## config.mk

```make
export PLATFORM = sky130hd
export DESIGN_NAME = bru_unit
export DESIGN_NICKNAME = d
export VERILOG_FILES = /design/src/rtl/bru_pkg.sv /design/src/rtl/bru_decode.sv /design/src/rtl/bru_redirect.sv /design/src/rtl/bru_unit.sv
export SDC_FILE = /design/constraint.sdc
export NUM_CORES = 1
export LEC_CHECK = 0
export BUFFER_PORTS_ARGS = -buffer_cell sky130_fd_sc_hd__buf_4
export CAP_MARGIN = 25
export CORE_MARGIN = 3
export CORE_UTILIZATION = 50
export CTS_CLUSTER_SIZE = 12
export DETAILED_ROUTE_END_ITERATION = 12
export PLACE_DENSITY_LB_ADDON = 0.25
export RECOVER_POWER = 50
export REMOVE_ABC_BUFFERS = 1
export SLEW_MARGIN = 20
export SYNTH_ARGS = -nofsm -noshare
export SYNTH_HDL_FRONTEND = slang
export SYNTH_SLANG_ARGS = --single-unit
```

## constraint.sdc

```tcl
create_clock -name clk -period 12.4 [get_ports clk]
set_input_delay 1.24 -clock clk [delete_from_list [all_inputs] [get_ports clk]]
set_output_delay 1.24 -clock clk [all_outputs]
set_load 0.1 [all_outputs]
```

## src/rtl/bru_pkg.sv

```systemverilog
package bru_pkg;

    localparam int XLEN    = 32;
    localparam int OPC_W   = 6;
    localparam int REG_W   = 5;
    localparam int IMM_W   = 16;
    localparam int IDX_W   = 26;
    localparam int REGION_W = XLEN - IDX_W - 2;

    localparam logic [OPC_W-1:0] OPC_REGIMM = 6'd1;
    localparam logic [OPC_W-1:0] OPC_JMP    = 6'd2;
    localparam logic [OPC_W-1:0] OPC_JMPL   = 6'd3;
    localparam logic [OPC_W-1:0] OPC_EQ     = 6'd4;
    localparam logic [OPC_W-1:0] OPC_NE     = 6'd5;
    localparam logic [OPC_W-1:0] OPC_LEZ    = 6'd6;
    localparam logic [OPC_W-1:0] OPC_GTZ    = 6'd7;

    localparam logic [REG_W-1:0] SEL_LTZ    = 5'd0;
    localparam logic [REG_W-1:0] SEL_GEZ    = 5'd1;
    localparam logic [REG_W-1:0] SEL_LTZ_LK = 5'd16;
    localparam logic [REG_W-1:0] SEL_GEZ_LK = 5'd17;

    typedef struct packed {
        logic            taken;
        logic [XLEN-1:0] target;
        logic            link;
        logic            ri;
    } br_res_t;

    function automatic logic [XLEN-1:0] rel_target(input logic [XLEN-1:0] cur,
                                                   input logic [IMM_W-1:0] imm);
        logic [XLEN-1:0] disp;
        disp = {{(XLEN-IMM_W-2){imm[IMM_W-1]}}, imm, 2'b00};
        return cur + 32'd4 + disp;
    endfunction

    function automatic logic [XLEN-1:0] abs_target(input logic [XLEN-1:0] cur,
                                                   input logic [IDX_W-1:0] idx);
        logic [XLEN-1:0] seq;
        seq = cur + 32'd4;
        return {seq[XLEN-1 -: REGION_W], idx, 2'b00};
    endfunction

endpackage

```

## src/rtl/bru_decode.sv

```systemverilog
module bru_decode
    import bru_pkg::*;
(
    input  logic            instr_valid,
    input  logic [XLEN-1:0] pc,
    input  logic [XLEN-1:0] instr,
    input  logic [XLEN-1:0] rs_val,
    input  logic [XLEN-1:0] rt_val,
    output br_res_t         res
);

    logic [OPC_W-1:0] opc;
    logic [REG_W-1:0] sel;
    logic [XLEN-1:0]  rel;
    logic             neg;
    logic             zero;

    assign opc  = instr[XLEN-1 -: OPC_W];
    assign sel  = instr[IMM_W +: REG_W];
    assign rel  = rel_target(pc, instr[IMM_W-1:0]);
    assign neg  = rs_val[XLEN-1];
    assign zero = (rs_val == '0);

    always_comb begin
        res = '0;
        case (opc)
            OPC_JMP: begin
                res.taken  = 1'b1;
                res.target = abs_target(pc, instr[IDX_W-1:0]);
            end
            OPC_JMPL: begin
                res.taken  = 1'b1;
                res.target = abs_target(pc, instr[IDX_W-1:0]);
                res.link   = 1'b1;
            end
            OPC_EQ: begin
                res.taken  = (rs_val == rt_val);
                res.target = rel;
            end
            OPC_NE: begin
                res.taken  = (rs_val != rt_val);
                res.target = rel;
            end
            OPC_LEZ: begin
                res.target = rel;
                if (sel != '0) res.ri    = 1'b1;
                else           res.taken = neg | zero;
            end
            OPC_GTZ: begin
                res.target = rel;
                if (sel != '0) res.ri    = 1'b1;
                else           res.taken = !neg && !zero;
            end
            OPC_REGIMM: begin
                res.target = rel;
                case (sel)
                    SEL_LTZ:    res.taken = neg;
                    SEL_GEZ:    res.taken = !neg;
                    SEL_LTZ_LK: begin res.taken = neg;  res.link = neg;  end
                    SEL_GEZ_LK: begin res.taken = !neg; res.link = !neg; end
                    default:    res.taken = 1'b0;
                endcase
            end
            default: res = '0;
        endcase
        if (!instr_valid) res = '0;
    end

endmodule

```

## src/rtl/bru_redirect.sv

```systemverilog
module bru_redirect
    import bru_pkg::*;
#(
    parameter logic [XLEN-1:0] RESET_TGT = '0
) (
    input  logic            clk,
    input  logic            rst,
    input  logic            instr_valid,
    input  logic [XLEN-1:0] pc,
    input  logic            take,
    input  logic [XLEN-1:0] take_tgt,
    output logic            armed,
    output logic [XLEN-1:0] next_pc
);

    logic            armed_q;
    logic [XLEN-1:0] tgt_q;

    always_ff @(posedge clk) begin
        if (rst) begin
            armed_q <= 1'b0;
            tgt_q   <= RESET_TGT;
        end else if (instr_valid) begin
            armed_q <= take;
            if (take) tgt_q <= take_tgt;
        end
    end

    assign armed   = armed_q;
    assign next_pc = (instr_valid && armed_q) ? tgt_q : pc + 32'd4;

    AST_ARM_ON_TAKE: assert property (@(posedge clk) disable iff (rst)
        (instr_valid && take) |=> armed);

    AST_CLEAR_AFTER_SLOT: assert property (@(posedge clk) disable iff (rst)
        (instr_valid && armed && !take) |=> !armed);

    AST_STALL_HOLDS: assert property (@(posedge clk) disable iff (rst)
        !instr_valid |=> ($stable(armed) && $stable(tgt_q)));

    AST_SLOT_REDIRECT: assert property (@(posedge clk) disable iff (rst)
        (!$past(rst) && $past(instr_valid && take) && instr_valid)
            |-> (next_pc == $past(take_tgt)));

endmodule

```

## src/rtl/bru_unit.sv

```systemverilog
module bru_unit
    import bru_pkg::*;
#(
    parameter logic [REG_W-1:0] LINK_REG = 5'd31
) (
    input  logic             clk,
    input  logic             rst,
    input  logic             instr_valid,
    input  logic [31:0]      pc,
    input  logic [31:0]      instr,
    input  logic [31:0]      rs_val,
    input  logic [31:0]      rt_val,
    output logic             br_taken,
    output logic [31:0]      br_target,
    output logic             link_we,
    output logic [4:0]       link_idx,
    output logic [31:0]      link_data,
    output logic             ri_exc,
    output logic             delay_armed,
    output logic [31:0]      next_pc
);

    br_res_t res;

    bru_decode u_decode (
        .instr_valid (instr_valid),
        .pc          (pc),
        .instr       (instr),
        .rs_val      (rs_val),
        .rt_val      (rt_val),
        .res         (res)
    );

    bru_redirect u_redirect (
        .clk         (clk),
        .rst         (rst),
        .instr_valid (instr_valid),
        .pc          (pc),
        .take        (res.taken),
        .take_tgt    (res.target),
        .armed       (delay_armed),
        .next_pc     (next_pc)
    );

    assign br_taken  = res.taken;
    assign br_target = res.target;
    assign link_we   = res.link;
    assign ri_exc    = res.ri;
    assign link_idx  = LINK_REG;
    assign link_data = pc + 32'd8;

    AST_RI_BLOCKS_TAKE: assert property (@(posedge clk) disable iff (rst)
        ri_exc |-> (!br_taken && !link_we));

    AST_IDLE_QUIET: assert property (@(posedge clk) disable iff (rst)
        !instr_valid |-> (!br_taken && !link_we && !ri_exc));

    AST_LINK_NEEDS_TAKE: assert property (@(posedge clk) disable iff (rst)
        link_we |-> br_taken);

    AST_RI_NO_ARM: assert property (@(posedge clk) disable iff (rst)
        (instr_valid && ri_exc) |=> !delay_armed);

endmodule

```

## Word level (Yosys, flattened, before mapping)

Cells that the tools add are included.

- Bits in registers: 33
- Bits in latches: 0
- Memory bits (writable): 0
- ROM bits: 0
- Input port bits: 131
- Output and inout port bits: 105
- Logic and storage cells: 40
- Memories: 0

- Add/sub/neg operators: 3
- $mul: 0
- Div/mod/pow operators: 0
- Magnitude comparators: 0
- Equality and inequality tests: 12
- Shifts and indexed selects: 0
- Multiplexer cells: 10
- Bitwise operators: 1
- Reduce and logical (&&, ||, !) cells: 12

Operators by type and width:

| kind | count |
|---|---|
| $pmux W33 S6 | 1 |
| $mux W35 | 1 |
| $add A32 B3 Y32 const B | 1 |
| $add A32 B32 Y32 | 1 |
| $add A32 B4 Y32 const B | 1 |
| $eq A32 B32 Y1 | 1 |
| $logic_not A32 Y1 | 1 |
| $mux W32 | 1 |
| $ne A32 B32 Y1 | 1 |
| $eq A6 B3 Y1 const B | 4 |
| $eq A6 B2 Y1 const B | 2 |
| $eq A5 B5 Y1 const B | 2 |
| $reduce_or A2 Y1 | 4 |
| $eq A6 B1 Y1 const B | 1 |
| $pmux W1 S2 | 3 |
| $eq A5 B1 Y1 const B | 1 |
| $logic_not A5 Y1 | 1 |
| $reduce_bool A5 Y1 | 1 |
| $mux W1 | 4 |
| $logic_and A1 B1 Y1 | 2 |
| $logic_not A1 Y1 | 2 |
| $reduce_and A2 Y1 | 1 |
| $or A1 B1 Y1 | 1 |

## Longest topological paths before layout

- Depth in word-level cells: 7
- Depth in mapped cells: 17
- Mapped depth without buffers: 16

## By module

From an unflattened synthesis, not the netlist that was laid out.

- Cell total of the unflattened synthesis: 835
- Area total of the unflattened synthesis: 5738.0 sq um

By module, submodules not included:

| module | instances | cells an instance | area each (sq um) | sequential area each (sq um) |
|---|---|---|---|---|
| bru_decode | 1 | 438 | 2977.9 | 0.0 |
| bru_redirect | 1 | 309 | 2097.0 | 660.6 |
| bru_unit | 1 | 88 | 663.1 | 0.0 |

## Worst setup path before layout

No wires, ideal clock.

- Path kind: input to output
- Start point: in pc[5]
- End point: out br_target[31]
- Data arrival time: 6.383 ns
- Required time: 11.160 ns
- Path slack: 4.777 ns
- Stages: 17
- Buffers on the path: 2
- Cell sequence: buf_2 and4_2 nand4_1 nor4_2 nand2_1 nor2_1 xor2_1 ha_1 clkbuf_1 a21o_1 a21oi_1 o21ai_0 a21oi_1 o21bai_1 or3_1 o32a_1 a21boi_0

- Longest elaborated chain between the ends: 4

Ends and longest elaborated chain:

| item | line | text |
|---|---|---|
| start: declaration | bru_unit.sv:9 | `input logic [31:0] pc,` |
| $add A32 B3 Y32 * | bru_pkg.sv:34, bru_pkg.sv:40 |  |
| $add A32 B32 Y32 | bru_pkg.sv:34 | `return cur + 32'd4 + disp;` |
| $pmux W33 S6 * | bru_decode.sv:26 | `case (opc)` |
| $mux W35 * | bru_decode.sv:66 | `if (!instr_valid) res = '0;` |
| end: declaration | bru_unit.sv:14 | `output logic [31:0] br_target,` |

Every way passes the cells marked *; elsewhere a longest branch is shown, timed or not.

## Worst setup path in the final report

- Start point: in pc[3]
- End point: out br_target[30]

Same word-level chain as after synthesis.

==> metrics.txt <==
# TYPE chip_impl_metric gauge
chip_impl_metric{name="simple_gate_portion_of_the_synthesized_area",unit="%"} 27.3
chip_impl_metric{name="clock_power_share",unit="%"} 21.2
chip_impl_metric{name="grt_max_degree",unit=""} 36
chip_impl_info{name="dominantRegCellSynth",value="sky130_fd_sc_hd__dfxtp_1"} 1
chip_impl_metric{name="power.internal",unit="uW"} 265
chip_impl_metric{name="clock.fmax",unit="MHz"} 148
chip_impl_info{name="run_status",value="complete, but fails checks"} 1
chip_impl_metric{name="groute.usage.overall",unit="%"} 29.8
chip_impl_metric{name="worst_ep_arrival",unit="ps"} 5530
chip_impl_metric{name="port_buffers",unit=""} 230
chip_impl_metric{name="holdPathStages",unit=""} 2
chip_impl_metric{name="ant_nets",unit=""} 0
chip_impl_metric{name="design.portCount",unit=""} 236
chip_impl_info{name="holdPathEnd",value="u_redirect.armed"} 1
chip_impl_info{name="grt_setup_unrepaired",value="false"} 1
chip_impl_metric{name="timing.reg2reg.setup_slack",unit="ps"} 11610
chip_impl_metric{name="async_flop_share",unit="%"} 0
chip_impl_info{name="synth_top_family_by_area",value="simple AND/OR/NAND/NOR gates"} 1
chip_impl_info{name="timing.setup.critical_path_class",value="in2out"} 1
chip_impl_metric{name="numCtsBuffers",unit=""} 5
chip_impl_metric{name="worst_r2r_path_depth",unit=""} 3
chip_impl_metric{name="routabilityCongestion",unit=""} 0.924
chip_impl_info{name="hold_path_startpoint",value="u_redirect.armed"} 1
chip_impl_info{name="netlist.top_cell.by_area",value="sky130_fd_sc_hd__dfxtp_1"} 1
chip_impl_metric{name="syn2layout_area_growth",unit="%"} 31.4
chip_impl_metric{name="yosys.area.top_type_share",unit="%"} 12.3
chip_impl_metric{name="clock-skew-final",unit="ps"} 0
chip_impl_metric{name="cts.repair_timing.setup_buffer_count",unit=""} 0
chip_impl_metric{name="layout_min_cycle_time",unit="ps"} 6770
chip_impl_metric{name="clk-insertion-delay-late",unit="ps"} 300
chip_impl_metric{name="die_height",unit="um"} 110
chip_impl_metric{name="max-cap-violations",unit=""} 3
chip_impl_metric{name="grt_pass1_vias",unit=""} 5878
chip_impl_metric{name="wire_length_of_the_first_global_routing_pass",unit="um"} 28200
chip_impl_metric{name="syn_area",unit="um2"} 5360
chip_impl_metric{name="htree_depth",unit=""} 2
chip_impl_metric{name="floorplan.rows",unit=""} 37
chip_impl_metric{name="post_cts_resized",unit=""} 0
chip_impl_metric{name="synthesis.area_per_instance",unit="um2"} 7.29
chip_impl_metric{name="drt_first_pass_iters",unit=""} 5
chip_impl_info{name="violations",value="max-capacitance violations, max-slew violations"} 1
chip_impl_metric{name="timing_hold_violations_final",unit=""} 0
chip_impl_info{name="yosys-top-cells-area",value="sky130_fd_sc_hd__dfxtp_1 12%, sky130_fd_sc_hd__xor2_1 11%, sky130_fd_sc_hd__ha_1 8.4%"} 1
chip_impl_metric{name="worst_ep_required",unit="ps"} 11160
chip_impl_metric{name="power-per-cell-area",unit="nW/um2"} 74.6
chip_impl_metric{name="yosysSeqAreaShare",unit="%"} 12.3
chip_impl_metric{name="nets",unit=""} 1104
chip_impl_metric{name="post_synthesis_compound_gate_area_fraction",unit="%"} 22.1
chip_impl_metric{name="power_leakage",unit="nW"} 2.95
chip_impl_metric{name="switching_share",unit="%"} 49.6
chip_impl_metric{name="setup_viol_count_final",unit=""} 0
chip_impl_metric{name="floorplan.die.width",unit="um"} 110
chip_impl_metric{name="clkSlewWorstSetupHoldPaths",unit="ps"} 70
chip_impl_metric{name="antenna_violations_before_repair",unit=""} 0
chip_impl_metric{name="utilization",unit="%"} 68.0
chip_impl_metric{name="cts.hold.buffers_added",unit=""} 0
chip_impl_metric{name="placedInstanceArea",unit="um2"} 7100
chip_impl_metric{name="drive_gt1_share",unit="%"} 25.3
chip_impl_metric{name="placed_cells",unit=""} 1064
chip_impl_metric{name="crit_path_max_fanout",unit=""} 10
chip_impl_metric{name="final-instance-count-excl-fill",unit=""} 1073
chip_impl_metric{name="final-max-slew-violation-count",unit=""} 104
chip_impl_info{name="clk_root_buffer_cell",value="sky130_fd_sc_hd__clkbuf_8"} 1
chip_impl_info{name="holdCritPathClass",value="reg2reg"} 1
chip_impl_metric{name="synthesized_flop_and_latch_total",unit=""} 33
chip_impl_metric{name="dieArea",unit="um2"} 12000
chip_impl_metric{name="detail_route.wl_per_cell",unit="um"} 17.5
chip_impl_metric{name="synthesis.yosys.warnings",unit=""} 0
chip_impl_metric{name="power.net_switching",unit="uW"} 261
chip_impl_metric{name="setup_tns",unit="ps"} 0
chip_impl_metric{name="synthesis.instances",unit=""} 736
chip_impl_info{name="setup.worst_path.end_class",value="output port"} 1
chip_impl_metric{name="routed_wl",unit="um"} 18800
chip_impl_metric{name="max-clock-path-buffers",unit=""} 2
chip_impl_metric{name="grt_overflow_total",unit=""} 0
chip_impl_metric{name="1st_iter_drt_viols",unit=""} 513
chip_impl_metric{name="fin_area",unit="um2"} 7050
chip_impl_metric{name="seq_power_share",unit="%"} 20.2
chip_impl_metric{name="synth_adder_area_share",unit="%"} 8.77
chip_impl_info{name="cts_tree",value="built"} 1
chip_impl_info{name="rr_endpoint",value="u_redirect.tgt_q[27]"} 1
chip_impl_info{name="worst_setup_path_start_kind",value="primary input"} 1
chip_impl_metric{name="design.core.area",unit="um2"} 10400
chip_impl_metric{name="initial_util",unit="%"} 51.7
chip_impl_metric{name="viasPerCell",unit=""} 5.85
chip_impl_metric{name="remaining_drc_errors",unit=""} 0
chip_impl_metric{name="ys_types",unit=""} 62
chip_impl_metric{name="share_of_the_synthesized_netlist_area_taken_by_xor_and_xnor_gates",unit="%"} 17.0
chip_impl_metric{name="hpwlAfterDp",unit="um"} 15000
chip_impl_metric{name="vias",unit=""} 6282
chip_impl_metric{name="combPwrFrac",unit="%"} 58.6
chip_impl_metric{name="post-route-period-util",unit="%"} 54.6
chip_impl_metric{name="synth_mux_area_share",unit="%"} 6.81
chip_impl_metric{name="peakVddDrop",unit="uV"} 35.1
chip_impl_metric{name="actual_slew_at_the_worst_max_slew_pin",unit="ps"} 1650
chip_impl_metric{name="antenna_cells_inserted",unit=""} 0
chip_impl_metric{name="clock_sink_count",unit=""} 33
chip_impl_metric{name="slew_headroom",unit="%"} -10.1
chip_impl_info{name="reg2reg_from",value="u_redirect.tgt_q[27]"} 1
chip_impl_metric{name="synth-edff-count",unit=""} 0
==> state kept, by name (all words and copies together) (netlist names) <==
name	count
u_redirect.tgt_q	32
u_redirect.armed	1
==> critical path, cell delays in order <==
cell	delay (ps)
sky130_fd_sc_hd__buf_4	120
sky130_fd_sc_hd__ha_1	270
sky130_fd_sc_hd__and3_2	230
sky130_fd_sc_hd__nand3_1	190
sky130_fd_sc_hd__nor3_1	390
sky130_fd_sc_hd__nand3_1	210
sky130_fd_sc_hd__nor3_1	220
sky130_fd_sc_hd__xnor2_1	200
sky130_fd_sc_hd__ha_1	380
sky130_fd_sc_hd__a211oi_1	260
sky130_fd_sc_hd__o211ai_1	130
sky130_fd_sc_hd__a21oi_1	230
sky130_fd_sc_hd__nand3b_1	130
sky130_fd_sc_hd__o21a_1	220
sky130_fd_sc_hd__o311ai_0	390
sky130_fd_sc_hd__a22oi_1	160
sky130_fd_sc_hd__nor2b_1	220
sky130_fd_sc_hd__buf_4	310
==> stage by stage <==
stage          hold slack [ps]  setup WS [ps]  power [mW]
4_1_cts                    482           5720       0.533
5_1_grt                    532           5330       0.553
6_report                   489           5630       0.526
3_5_place_dp               470           5760       0.420
2_1_floorplan              435           5050       0.320
3_3_place_gp               471           5930       0.419
==> cell families (layout without fill, tap and decap cells) <==
family	Yosys count	after routing
other	1	5
muxes	33	33
and+or+nand+nor	281	281
DFF	33	33
adders and majority gates	37	37
AOI/OAI and AO/OA	178	178
xor gates and xnor gates	104	104
buffers and inverters	69	266
==> routing by layer <==
layer / wire [um] / part of all wire, % / GRT usage [%]
met5: 0 / 0 / 0
met4: 548 / 2.9 / 10.1
met3: 1710 / 9.1 / 6.17
met2: 8730 / 46 / 49.7
met1: 7800 / 42 / 38.1
==> power groups by stage <==
stage,clock [mW],sequential [mW],combinational [mW]
after floorplan,0,0.109,0.211
after global placement,0,0.109,0.310
after detailed placement,0,0.109,0.311
after CTS,0.114,0.106,0.313
after global routing,0.118,0.106,0.328
final,0.111,0.106,0.308
==> cell usage after synthesis, types with 27 or more instances <==
master                     number
sky130_fd_sc_hd__nand2_1       56
sky130_fd_sc_hd__nor2b_1       34
sky130_fd_sc_hd__ha_1          36
sky130_fd_sc_hd__dfxtp_1       33
sky130_fd_sc_hd__nor2_1        68
sky130_fd_sc_hd__mux2_2        28
sky130_fd_sc_hd__a21oi_1       47
sky130_fd_sc_hd__xor2_1        65
sky130_fd_sc_hd__nand3_1       27
sky130_fd_sc_hd__a211oi_1      29
sky130_fd_sc_hd__xnor2_1       39
==> placed cells by master (no fill, tap or decap), types with 8 or more instances in the layout <==
master	count
sky130_fd_sc_hd__buf_4	187
sky130_fd_sc_hd__nor2_1	67
sky130_fd_sc_hd__ha_1	36
sky130_fd_sc_hd__inv_1	22
sky130_fd_sc_hd__a32oi_1	8
sky130_fd_sc_hd__a211oi_1	29
sky130_fd_sc_hd__a22oi_1	17
sky130_fd_sc_hd__nand3_1	27
sky130_fd_sc_hd__nor3_1	15
sky130_fd_sc_hd__o21ai_0	27
sky130_fd_sc_hd__and3_1	9
sky130_fd_sc_hd__clkbuf_1	48
sky130_fd_sc_hd__o21a_1	8
sky130_fd_sc_hd__dfxtp_1	33
sky130_fd_sc_hd__a21o_1	11
sky130_fd_sc_hd__xor2_1	65
sky130_fd_sc_hd__xnor2_1	39
sky130_fd_sc_hd__nor2b_1	34
sky130_fd_sc_hd__nand4_1	18
sky130_fd_sc_hd__mux2_2	27
sky130_fd_sc_hd__a21oi_1	47
sky130_fd_sc_hd__nand2_1	56
sky130_fd_sc_hd__or3_1	12
sky130_fd_sc_hd__nor4_1	17
==> layout make-up <==
cell class | instances | area [um2]
clock buffer | 7 | 86.3
clock inverter | 1 | 30.0
fill | 976 | 3320
inverter | 23 | 86.3
multi-input combinational | 638 | 4430
sequential | 33 | 661
tap | 136 | 170
timing repair buffer | 235 | 1590
==> how the worst max path moves through the flow <==
stage               depth (start not counted)             to  slack [ps]  startpoint
floorplan                                  15  br_target[31]        5050       pc[4]
global placement                           18  br_target[30]        5930       pc[3]
detailed placement                         18  br_target[30]        5760       pc[3]
CTS                                        18  br_target[30]        5720       pc[3]
global route                               18  br_target[30]        5330       pc[3]
finish                                     18  br_target[30]        5630       pc[3]
Note: power is estimated with default switching activity, not from simulation.
